$ cat src/rtl/dx_pkg.sv
package dx_pkg;
  typedef enum logic {
    UNIT_SHORT = 1'b0,
    UNIT_LONG  = 1'b1
  } unit_e;

  typedef enum logic {
    XF_INC = 1'b0,
    XF_INV = 1'b1
  } xform_e;
endpackage

$ cat src/rtl/dx_exec_unit.sv
module dx_exec_unit
  import dx_pkg::*;
#(
  parameter int     LAT    = 2,
  parameter int     TAG_W  = 4,
  parameter int     DEST_W = 5,
  parameter int     DATA_W = 16,
  parameter xform_e XFORM  = XF_INC
) (
  input  logic              clk,
  input  logic              rst,
  input  logic              load,
  input  logic [TAG_W-1:0]  in_tag,
  input  logic [DEST_W-1:0] in_dest,
  input  logic [DATA_W-1:0] in_data,
  input  logic              grant,
  output logic              free,
  output logic              done,
  output logic [TAG_W-1:0]  out_tag,
  output logic [DEST_W-1:0] out_dest,
  output logic [DATA_W-1:0] out_data
);
  localparam int CNT_W = (LAT > 2) ? $clog2(LAT) : 1;

  logic             active;
  logic [CNT_W-1:0] cnt;
  logic [DATA_W-1:0] xf;

  generate
    if (XFORM == XF_INC) begin : g_inc
      assign xf = in_data + DATA_W'(1);
    end else begin : g_inv
      assign xf = ~in_data;
    end
  endgenerate

  assign done = active && (cnt == '0);
  assign free = !active || (done && grant);

  always_ff @(posedge clk) begin
    if (rst) begin
      active   <= 1'b0;
      cnt      <= '0;
      out_tag  <= '0;
      out_dest <= '0;
      out_data <= '0;
    end else if (load) begin
      active   <= 1'b1;
      cnt      <= CNT_W'(LAT - 1);
      out_tag  <= in_tag;
      out_dest <= in_dest;
      out_data <= xf;
    end else if (done && grant) begin
      active <= 1'b0;
    end else if (active && cnt != '0) begin
      cnt <= cnt - 1'b1;
    end
  end

  // never loaded while occupied
  assert_load_when_free_R3: assert property (@(posedge clk) disable iff (rst)
    load |-> free) else $error("unit loaded while busy");

  // at least two cycles of occupancy
  assert_no_early_done_R2: assert property (@(posedge clk) disable iff (rst)
    load |=> !done) else $error("unit ready one cycle after load");

  // a result that is not granted waits unchanged
  assert_result_held_R8: assert property (@(posedge clk) disable iff (rst)
    (done && !grant) |=> (done && $stable(out_data) && $stable(out_tag) && $stable(out_dest)))
    else $error("waiting result changed");
endmodule

$ cat src/rtl/dx_issue_gate.sv
module dx_issue_gate (
  input  logic       clk,
  input  logic       rst,
  input  logic       id_valid,
  input  logic       id_unit,
  input  logic [1:0] free,
  output logic [1:0] load,
  output logic       id_stall,
  output logic       fetch_hold
);
  logic sel_free;

  assign sel_free   = id_unit ? free[1] : free[0];
  assign id_stall   = id_valid && !sel_free;
  assign fetch_hold = id_stall;
  assign load[0]    = id_valid && sel_free && !id_unit;
  assign load[1]    = id_valid && sel_free && id_unit;

  // one unit per instruction
  assert_one_load_R1: assert property (@(posedge clk) disable iff (rst)
    $onehot0(load)) else $error("both units loaded");

  // a stalled instruction is not consumed
  assert_stall_no_load_R4: assert property (@(posedge clk) disable iff (rst)
    id_stall |-> (load == 2'b00)) else $error("load during stall");
endmodule

$ cat src/rtl/dx_wb_arbiter.sv
module dx_wb_arbiter #(
  parameter int TAG_W  = 4,
  parameter int DEST_W = 5,
  parameter int DATA_W = 16
) (
  input  logic                   clk,
  input  logic                   rst,
  input  logic [1:0]             issue,
  input  logic [1:0]             done,
  input  logic [1:0][TAG_W-1:0]  tag,
  input  logic [1:0][DEST_W-1:0] dest,
  input  logic [1:0][DATA_W-1:0] data,
  output logic [1:0]             grant,
  output logic                   wb_valid,
  output logic                   wb_unit,
  output logic [TAG_W-1:0]       wb_tag,
  output logic [DEST_W-1:0]      wb_dest,
  output logic [DATA_W-1:0]      wb_data
);
  // set when the long unit received the most recent instruction
  logic long_younger;

  assign grant[0] = done[0] && (!done[1] || long_younger);
  assign grant[1] = done[1] && (!done[0] || !long_younger);

  always_ff @(posedge clk) begin
    if (rst) begin
      long_younger <= 1'b0;
    end else if (issue[1]) begin
      long_younger <= 1'b1;
    end else if (issue[0]) begin
      long_younger <= 1'b0;
    end
  end

  always_ff @(posedge clk) begin
    if (rst) begin
      wb_valid <= 1'b0;
      wb_unit  <= 1'b0;
      wb_tag   <= '0;
      wb_dest  <= '0;
      wb_data  <= '0;
    end else begin
      wb_valid <= |grant;
      if (grant[1]) begin
        wb_unit <= 1'b1;
        wb_tag  <= tag[1];
        wb_dest <= dest[1];
        wb_data <= data[1];
      end else if (grant[0]) begin
        wb_unit <= 1'b0;
        wb_tag  <= tag[0];
        wb_dest <= dest[0];
        wb_data <= data[0];
      end
    end
  end

  // single write port, one grant at a time
  assert_grant_onehot_R8: assert property (@(posedge clk) disable iff (rst)
    $onehot0(grant)) else $error("two grants");

  // a tie is resolved by the next cycle
  assert_tie_resolves_R8: assert property (@(posedge clk) disable iff (rst)
    (done == 2'b11) |=> (done[0] != done[1])) else $error("tie not resolved");

  // every grant gives one strobe, and no strobe without a grant
  assert_grant_strobe_R7: assert property (@(posedge clk) disable iff (rst)
    (grant != 2'b00) |=> wb_valid) else $error("grant without strobe");
  assert_no_stray_strobe_R7: assert property (@(posedge clk) disable iff (rst)
    (grant == 2'b00) |=> !wb_valid) else $error("strobe without grant");
endmodule

$ cat src/rtl/dual_exec_stage.sv
module dual_exec_stage
  import dx_pkg::*;
#(
  parameter int TAG_W     = 4,
  parameter int DEST_W    = 5,
  parameter int DATA_W    = 16,
  parameter int SHORT_LAT = 2,
  parameter int LONG_LAT  = 4
) (
  input  logic              clk,
  input  logic              rst,
  input  logic              id_valid,
  input  logic              id_unit,
  input  logic [TAG_W-1:0]  id_tag,
  input  logic [DEST_W-1:0] id_dest,
  input  logic [DATA_W-1:0] id_operand,
  output logic              id_stall,
  output logic              fetch_hold,
  output logic              wb_valid,
  output logic              wb_unit,
  output logic [TAG_W-1:0]  wb_tag,
  output logic [DEST_W-1:0] wb_dest,
  output logic [DATA_W-1:0] wb_data
);
  localparam int NUM_UNITS = 2;

  logic [NUM_UNITS-1:0]             load, free, done, grant;
  logic [NUM_UNITS-1:0][TAG_W-1:0]  u_tag;
  logic [NUM_UNITS-1:0][DEST_W-1:0] u_dest;
  logic [NUM_UNITS-1:0][DATA_W-1:0] u_data;

  dx_issue_gate i_gate (
    .clk        (clk),
    .rst        (rst),
    .id_valid   (id_valid),
    .id_unit    (id_unit),
    .free       (free),
    .load       (load),
    .id_stall   (id_stall),
    .fetch_hold (fetch_hold)
  );

  generate
    for (genvar u = 0; u < NUM_UNITS; u++) begin : g_unit
      localparam int     U_LAT = (u == 0) ? SHORT_LAT : LONG_LAT;
      localparam xform_e U_XF  = (u == 0) ? XF_INC : XF_INV;
      dx_exec_unit #(
        .LAT    (U_LAT),
        .TAG_W  (TAG_W),
        .DEST_W (DEST_W),
        .DATA_W (DATA_W),
        .XFORM  (U_XF)
      ) i_unit (
        .clk      (clk),
        .rst      (rst),
        .load     (load[u]),
        .in_tag   (id_tag),
        .in_dest  (id_dest),
        .in_data  (id_operand),
        .grant    (grant[u]),
        .free     (free[u]),
        .done     (done[u]),
        .out_tag  (u_tag[u]),
        .out_dest (u_dest[u]),
        .out_data (u_data[u])
      );
    end
  endgenerate

  dx_wb_arbiter #(
    .TAG_W  (TAG_W),
    .DEST_W (DEST_W),
    .DATA_W (DATA_W)
  ) i_arb (
    .clk      (clk),
    .rst      (rst),
    .issue    (load),
    .done     (done),
    .tag      (u_tag),
    .dest     (u_dest),
    .data     (u_data),
    .grant    (grant),
    .wb_valid (wb_valid),
    .wb_unit  (wb_unit),
    .wb_tag   (wb_tag),
    .wb_dest  (wb_dest),
    .wb_data  (wb_data)
  );

  // an occupied, unfinished long unit always stalls a long instruction
  assert_long_busy_stalls_R4: assert property (@(posedge clk) disable iff (rst)
    (id_valid && id_unit && !free[1]) |-> id_stall) else $error("missing stall");
endmodule

$ cat config.mk
export PLATFORM = sky130hd
export DESIGN_NAME = dual_exec_stage
export DESIGN_NICKNAME = d
export VERILOG_FILES = /design/src/rtl/dx_pkg.sv /design/src/rtl/dx_exec_unit.sv /design/src/rtl/dx_issue_gate.sv /design/src/rtl/dx_wb_arbiter.sv /design/src/rtl/dual_exec_stage.sv
export SDC_FILE = /design/constraint.sdc
export NUM_CORES = 1
export LEC_CHECK = 0
export BUFFER_PORTS_ARGS = -buffer_cell sky130_fd_sc_hd__buf_2
export CAP_MARGIN = 20
export CORE_ASPECT_RATIO = 0.6
export CORE_MARGIN = 3
export CORE_UTILIZATION = 50
export CTS_BUF_LIST = sky130_fd_sc_hd__clkbuf_4 sky130_fd_sc_hd__clkbuf_8
export DETAILED_ROUTE_END_ITERATION = 12
export GPL_TIMING_DRIVEN = 0
export PLACE_DENSITY = 0.68
export SLEW_MARGIN = 20
export SYNTH_ARGS = -nofsm -noshare
export SYNTH_HDL_FRONTEND = slang
export SYNTH_HIERARCHICAL = 1
export SYNTH_SLANG_ARGS = --single-unit
$ cat constraint.sdc
create_clock -name clk -period 3 [get_ports clk]
set_input_delay 0.6 -clock clk [delete_from_list [all_inputs] [get_ports clk]]
set_output_delay 0.6 -clock clk [all_outputs]
set_load 0.03 [all_outputs]
==> results of run 1 <==
metal layers:
layer  up-vias  GRT usage (%)  wire length (um)
met3         9           6.08               736
met1      1690           36.2              5560
met2       112           36.9              4600
met4         0           6.20                94
met5         -              0                 0
li1       1634              -                 -
state kept, by name (all words and copies together) (netlist names), 2 cells and up:
signal                  cells
g_unit.i_unit/active        2
g_unit.i_unit/cnt           3
i_arb/wb_dest               5
g_unit.i_unit/out_data     32
i_arb/wb_data              16
i_arb/wb_tag                4
g_unit.i_unit/out_tag       8
g_unit.i_unit/out_dest     10
stage by stage:
stage,setup WS [ns],cells,total power [mW]
floorplan,0.264,408,1.63
global placement,-0.432,568,1.77
detailed placement,-0.493,568,1.79
CTS,0.0281,586,2.64
global route,-0.000514,586,2.76
finish,0.113,586,2.64
cells by family (layout without fill, tap and decap cells):
| family | Yosys count | after routing | share of synthesized area [%] |
|---|---|---|---|
| AO/OA/AOI/OAI | 78 | 78 | 17.2 |
| XOR/XNOR | 3 | 3 | 0.649 |
| adder cells (fa/ha/maj) | 2 | 2 | 0.618 |
| buffers and inverters | 46 | 120 | 6.74 |
| flip-flops | 83 | 83 | 41.0 |
| multiplexers | 45 | 45 | 13.9 |
| AND/OR/NAND/NOR | 151 | 151 | 19.8 |
final cells by class:
class	count	area share, %
Clock inverter	5	1.29
Buffer	34	5.29
Sequential cell	83	35.0
Clock buffer	11	3.18
Inverter	10	0.789
Multi-Input combinational cell	279	45.1
Timing Repair Buffer	60	6.58
Tap cell	104	2.74
placed cells by master (no fill, tap or decap), types with 2 or more instances in the layout:
| cell type | synthesis | routed |
|---|---|---|
| a2111oi_1 | 2 | 2 |
| a211oi_1 | 21 | 21 |
| mux2i_1 | 20 | 20 |
| nor2b_1 | 5 | 4 |
| nand3_1 | 7 | 7 |
| or3_1 | 2 | 2 |
| nand4_2 | 2 | 2 |
| o221a_1 | 20 | 20 |
| clkbuf_1 | 13 | 8 |
| a21oi_1 | 5 | 5 |
| mux2_4 | 22 | 22 |
| buf_4 | 7 | 11 |
| nand4_1 | 3 | 3 |
| nor4_1 | 3 | 3 |
| and2_1 | 6 | 6 |
| buf_2 | 9 | 63 |
| clkinv_4 | 0 | 3 |
| clkbuf_8 | 0 | 12 |
| o31ai_1 | 4 | 4 |
| mux2_2 | 3 | 3 |
| dfxtp_1 | 83 | 81 |
| clkbuf_2 | 0 | 3 |
| nor2_1 | 80 | 80 |
| buf_6 | 4 | 4 |
| dfxtp_2 | 0 | 2 |
| or4_1 | 4 | 4 |
| o221a_2 | 5 | 5 |
| inv_1 | 10 | 9 |
| nor3b_1 | 25 | 25 |
| o41a_1 | 3 | 3 |
| buf_12 | 2 | 2 |
| xor2_1 | 2 | 2 |
| nand2_1 | 4 | 4 |
| o21ai_0 | 4 | 3 |
| a311oi_1 | 7 | 7 |
Yosys cell counts (4+ instances only):
cell type	number	area share, %
nand2_1	4	0.37
mux2i_1	20	4.9
buf_6	4	1.1
nor2b_1	5	0.77
buf_4	7	1.3
o31ai_1	4	0.74
nor2_1	80	7.4
clkbuf_1	13	1.2
a21oi_1	5	0.62
and2_1	6	0.93
mux2_4	22	8.2
o21ai_0	4	0.49
o221a_1	20	5.6
inv_1	10	0.93
a211oi_1	21	3.9
nand3_1	7	0.87
buf_2	9	1.1
dfxtp_1	83	41
nor3b_1	25	4.6
a311oi_1	7	1.5
o221a_2	5	1.4
or4_1	4	0.74
final timing paths:
| path | endpoint | depth (start not counted) | from |
|---|---|---|---|
| setup / recovery | id_stall | 14 | g_unit[1].i_unit/cnt[0]$_SDFFE_PP0P_ |
| hold / removal | g_unit[1].i_unit/out_data[2]$_SDFFE_PP0P_ | 2 | id_operand[2] |
| setup reg to reg | g_unit[0].i_unit/cnt$_SDFFE_PP0P_ | 15 | g_unit[1].i_unit/cnt[0]$_SDFFE_PP0P_ |
| hold reg to reg | g_unit[0].i_unit/out_data[12]$_SDFFE_PP0P_ | 2 | g_unit[0].i_unit/out_data[12]$_SDFFE_PP0P_ |
timing repair:
item | in CTS | in global routing
pin swaps | 1 | 2
resized for setup | 14 | 10
setup endpoints to repair | 29 | 20
buffers inserted | 3 | 1
power by group:
| group | switching [mW] | total [mW] | internal, mW |
|---|---|---|---|
| clock network | 0.421 | 0.854 | 0.433 |
| logic | 0.311 | 0.546 | 0.236 |
| registers | 0.0559 | 1.24 | 1.19 |
| total | 0.787 | 2.64 | 1.85 |
critical path: stages, from the launching register on:
cell	delay (ns)
dfxtp_2	0.33
inv_1	0.06
ha_4	0.17
and2_1	0.16
buf_6	0.13
nand2b_4	0.09
nand2_8	0.08
buf_8	0.14
inv_1	0.04
inv_1	0.04
o21ai_2	0.15
mux2i_1	0.09
and2_1	0.17
buf_4	0.13
buf_4	0.15
==> results.md, run 1 <==
* Final GP Congestion at 0.870
* # IOs at 58
* CP arrival at 2.29 ns
* Avg Vias per Cell at 5.88
* Port bufs at 56
* CTS Buf Count at 9
* Worst VDD drop at 0.000288 V
* Global-route wire length before repair at ~17000 um
* Syn_nets at 439
* Slew @ Worst Pin at around 0.57 ns
* Vias in the first global route at 3168
* Largest net degree at the start of global routing at 20
* Clock latency on the worst-skew pair at 0.37 ns
* Synth-to-layout area growth at 17.5%
* Number of H-tree levels at 3
* R2R setup slack at 0.48 ns
* Tcrit/Tclk final at 96.2%
* Root buffer cell: clkbuf_8
* Routed WL at about 11000 um
* Lkg Pwr at 1.94 nW
* Die Footprint at 0.00925 mm2
* Pwr dens at 555 mW/mm2
* Core Footprint at 0.00757 mm2
* Max_cap viols at 0
* Hold Fails Final Rpt at 0
* Reg clk slew, reported paths at 0.08 ns
* Crit Path Category: flop to output port
* CTS tree: built
* Wire length per cell at 18.8 um
* Worst slew margin at 61.7%
* Filler cell count at 672
* Post-DP HPWL at 7810 um
* Yosys warning count at 6
* Hold Crit Class: input port to flop
* Max clock buf depth at 2
* Setup TNS at 0 ns
* GRT Overall Usage at 24.8%
* Initial antenna violation count at 0
* CP Data Required Time at roughly 2.4 ns
* DRT iter0 DRCs at 244
* Rows at 24
* Top FF cell, synth: dfxtp_1
* Yosys cell types at 51
* GR Overflow Total at 0
* Final instance area at 0.00476 mm2
* Status: complete, no violations
* EDFF count, synth at 0
* Post-DP Area at approximately 0.0045 mm2
* Slew Limit Fails at 0
* FF/Latch Area at between 0.0015 and 0.002 mm2
* Crit Path Max Fanout at 8
* Post-CTS Hold Buffers at 0
* Setup violators final at 0
* Startpoint types: flop
* Final min period at 2.89 ns
* Drt first pass iters at 5
* Max Clk Rate at 346 MHz
* DR DRC count at 0
* Seq cells post-synth at 83
* Syn Area/Cell at 9.92 um2
* Util after Layout at between 60% and 70%
* Cells after Synth at roughly 410
* Post-synthesis sequential area ratio at 41.0%
* Fraction of registers with async set/reset at 0%
* Nets at 508
* Multi-input gate area at about 0.0021 mm2
* Die W at between 100 and 150 um
* # diodes at 0
* Final Skew at 0.00875 ns
* Clk sink count at 83
* Vias at 3445
* Worst hold slack at 0.438 ns
* Die H at 75.7 um
* Starting Density at 53.5%
* CP Capture Type: output port
* Layout cell share with drive strength beyond 1 at between 30 and 40%
* Post-route ant nets at 0
* Synthesized area at 0.00405 mm2
No activity file was read; power rests on OpenSTA's default activity.
==> inputs of run 2 (changes only) <==
Clock period 3 ns to 3.45 ns, I/O delays scaled along.
==> run 2 against run 1 <==
  * Final cell count decreased by 0.34%
  * Non-clock buffer count is 2 lower
  * Power down 14%
  * Clock-buffer cell count unchanged
  * Global-route usage fell by 0.065 points
  * Combinational power decreased by 16%
  * Sequential cell count unchanged
  * Clock power is 13% lower
  * First-iteration DRC count increased by 0.82%
  * Highest routed layer unchanged
==> results.md, run 2 (synthesis results as in run 1) <==
* Die W at 122 um
* Most frequent cells in the layout: dfxtp_1, nor2_1, buf_2
* Hold path depth at 2
* Layout cell share with drive strength beyond 1 at 28.5%
* CP arrival at 2.55 ns
* Rows at 24
* Crit Path Max Fanout at 10
* Synth-to-layout area growth at 15.7%
* GR Overflow Total at 0
* Worst slew margin at 55.4%
* Post-DP HPWL at 7810 um
* Clk sink count at 83
* Clock latency on the worst-skew pair at around 0.36 ns
* Slew @ Worst Pin at 0.668 ns
* Tcrit/Tclk final at 94.0%
* CP cell instances: inv_1 -> ha_1 -> and2_1 -> buf_6 -> nand2b_4 -> nand2_2 -> buf_6 -> inv_1 -> inv_1 -> o21ai_2 -> mux2i_1 -> and2_1 -> buf_4 -> buf_2
* Final Skew at ~0.0072 ns
* Cells on worst reg2reg path at 15
* Port bufs at between 50 and 60
* Most common cell after layout, fill and taps aside: dfxtp_1
* Die Footprint at 0.00925 mm2
* CTS tree: built
* Hold path startpoint: g_unit[0].i_unit/out_data[12]$_SDFFE_PP0P_
* Post-route ant nets at 0
* Global-route wire length before repair at 17200 um
* R2R setup slack at between 0.2 and 0.3 ns
* Gr busiest metal: met2
* M3 GR Usage at 6.08%
* # IOs at 58
* # diodes at 0
* Vias in the first global route at between 3000 and 4000
* Final instance area at 0.00468 mm2
* Nets at 506
* GRT Overall Usage at between 20 and 25%
* R2r endpoint: g_unit[0].i_unit/out_data[10]$_SDFFE_PP0P_
* Avg Vias per Cell at 5.87
* Setup violators final at 0
* Lkg Pwr at about 1.9 nW
* Wire length per cell at 18.8 um
* Worst VDD drop at roughly 0.00025 V
* Worst stage delay on the critical path at 0.36 ns
* Number of flip-flops under the largest register name at 32
* Number of H-tree levels at 3
* CP Data Required Time at about 2.8 ns
* FF-to-FF Start: g_unit[1].i_unit/cnt[0]$_SDFFE_PP0P_
* Initial antenna violation count at 0
* Largest net degree at the start of global routing at 15
* Slowest cell on crit path: dfxtp_1
* GRT met2 Usage at 37.0%
* Post-CTS Hold Buffers at 0
* CP top delay family: buffers and inverters
* Met1 GRT Util at 36.0%
* Hold Fails Final Rpt at 0
* Status: complete, no violations
* Root buffer cell: clkbuf_8
* Die H at 75.7 um
* Final GP Congestion at 0.870
* Worst setup margin at approximately 0.21 ns
* Filler cell count at around 680
* DR DRC count at 0
* Top reg by flops: g_unit.i_unit/out_data
* Slew Limit Fails at 0
* Startpoint types: flop
* Hold path endpoint: g_unit[0].i_unit/out_data[12]$_SDFFE_PP0P_
* Max_cap viols at 0
* Buffers and inverters on the worst path at 7
* Crit path top cell by count: inv_1
* CP Capture Type: output port
* Util after Layout at 61.9%
* RSZ-0062 raised after global routing: false
* Core Footprint at around 0.0076 mm2
* Largest registers: g_unit.i_unit/out_data: 32 flops, i_arb/wb_data: 16 flops, g_unit.i_unit/out_dest: 10 flops
* Hold Crit Class: flop to flop
* Max Clk Rate at 308 MHz
* Post-DP Area at 0.00446 mm2
* Final min period at 3.24 ns
* Vias at 3427
* Max clock buf depth at 2
* Reg clk slew, reported paths at 0.08 ns
* DRT iter0 DRCs at approximately 250
* Routed WL at 11000 um
* CTS Buf Count at 9
* Drt first pass iters at 4
* Post-placement setup slack at -0.0433 ns
* Starting Density at between 50 and 60%
* Pwr dens at 487 mW/mm2
* Crit Path Category: flop to output port
==> run 2: cell types whose count changed in the layout (fill, tap and decap cells not counted), moves of 2 or more <==
cell	before	now
dfxtp_2	2	0
buf_4	11	6
clkbuf_1	8	11
clkbuf_2	3	1
dfxtp_1	81	83
buf_2	63	67
==> run 2: metal layers <==
| layer | share of wire (%) | up-vias |
|---|---|---|
| met5 | 0 | - |
| met4 | 0.80 | 0 |
| met3 | 7.3 | 8 |
| met2 | 42 | 119 |
| met1 | 50 | 1662 |
| li1 | - | 1638 |
==> run 2: how the worst max path moves through the flow <==
stage               cells past startpoint                            startpoint  slack, ns                                         end
finish                                 14  g_unit[1].i_unit/cnt[0]$_SDFFE_PP0P_       0.21                                    id_stall
global route                           11  g_unit[1].i_unit/cnt[1]$_SDFFE_PP0P_       0.01                                    id_stall
CTS                                    11  g_unit[1].i_unit/cnt[0]$_SDFFE_PP0P_       0.03                                    id_stall
detailed placement                     16  g_unit[1].i_unit/cnt[0]$_SDFFE_PP0P_      -0.04        g_unit[0].i_unit/active$_SDFFE_PP0P_
global placement                       15  g_unit[1].i_unit/cnt[0]$_SDFFE_PP0P_       0.02  g_unit[0].i_unit/out_data[12]$_SDFFE_PP0P_
floorplan                              13  g_unit[1].i_unit/cnt[0]$_SDFFE_PP0P_       0.70                                    id_stall
==> run 2: area by class of cell <==
class	count	area (um2)	area share, %
Clock inverter	5	61.3	1.31
Clock buffer	11	151	3.23
Timing Repair Buffer	56	280	5.98
Tap cell	104	130	2.78
Multi-Input combinational cell	279	2120	45.2
Buffer	36	243	5.18
Sequential cell	83	1660	35.5
Inverter	10	37.5	0.801
==> run 2: through the flow <==
| stage | power, mW | instances | hold WS [ns] | TNS [ns] |
|---|---|---|---|---|
| after global routing | 2.38 | 584 | 0.513 | 0 |
| after floorplan | 1.41 | 408 | 0.457 | 0 |
| after CTS | 2.28 | 584 | 0.491 | 0 |
| after detailed placement | 1.55 | 568 | 0.475 | -0.269 |
| final | 2.28 | 584 | 0.492 | 0 |
| after global placement | 1.54 | 568 | 0.469 | 0 |
==> run 2: repair_timing <==
| item | in CTS | in global routing |
|---|---|---|
| buffers inserted | 0 | 0 |
| gates resized for setup | 3 | 5 |
| endpoints found under the setup margin | 16 | 18 |
| pin swaps | 0 | 0 |
| gates cloned | 0 | 0 |
==> run 2: where the power goes <==
part | total (mW) | internal, mW | switching, mW
logic | 0.460 | 0.195 | 0.265
registers | 1.08 | 1.03 | 0.0482
clock network | 0.741 | 0.377 | 0.364
total | 2.28 | 1.60 | 0.678
==> run 2: worst register-to-register path, stage by stage (launching register included) <==
cell      delay (ns)
dfxtp_1         0.36
inv_1           0.05
ha_1            0.24
and2_1          0.18
buf_6           0.16
nand2b_4        0.08
nand2_2         0.14
buf_6           0.19
inv_1           0.05
inv_1           0.04
o21ai_2         0.15
and3b_2         0.22
clkbuf_1        0.28
clkbuf_1        0.56
nor2_1          0.13
a311oi_1        0.26
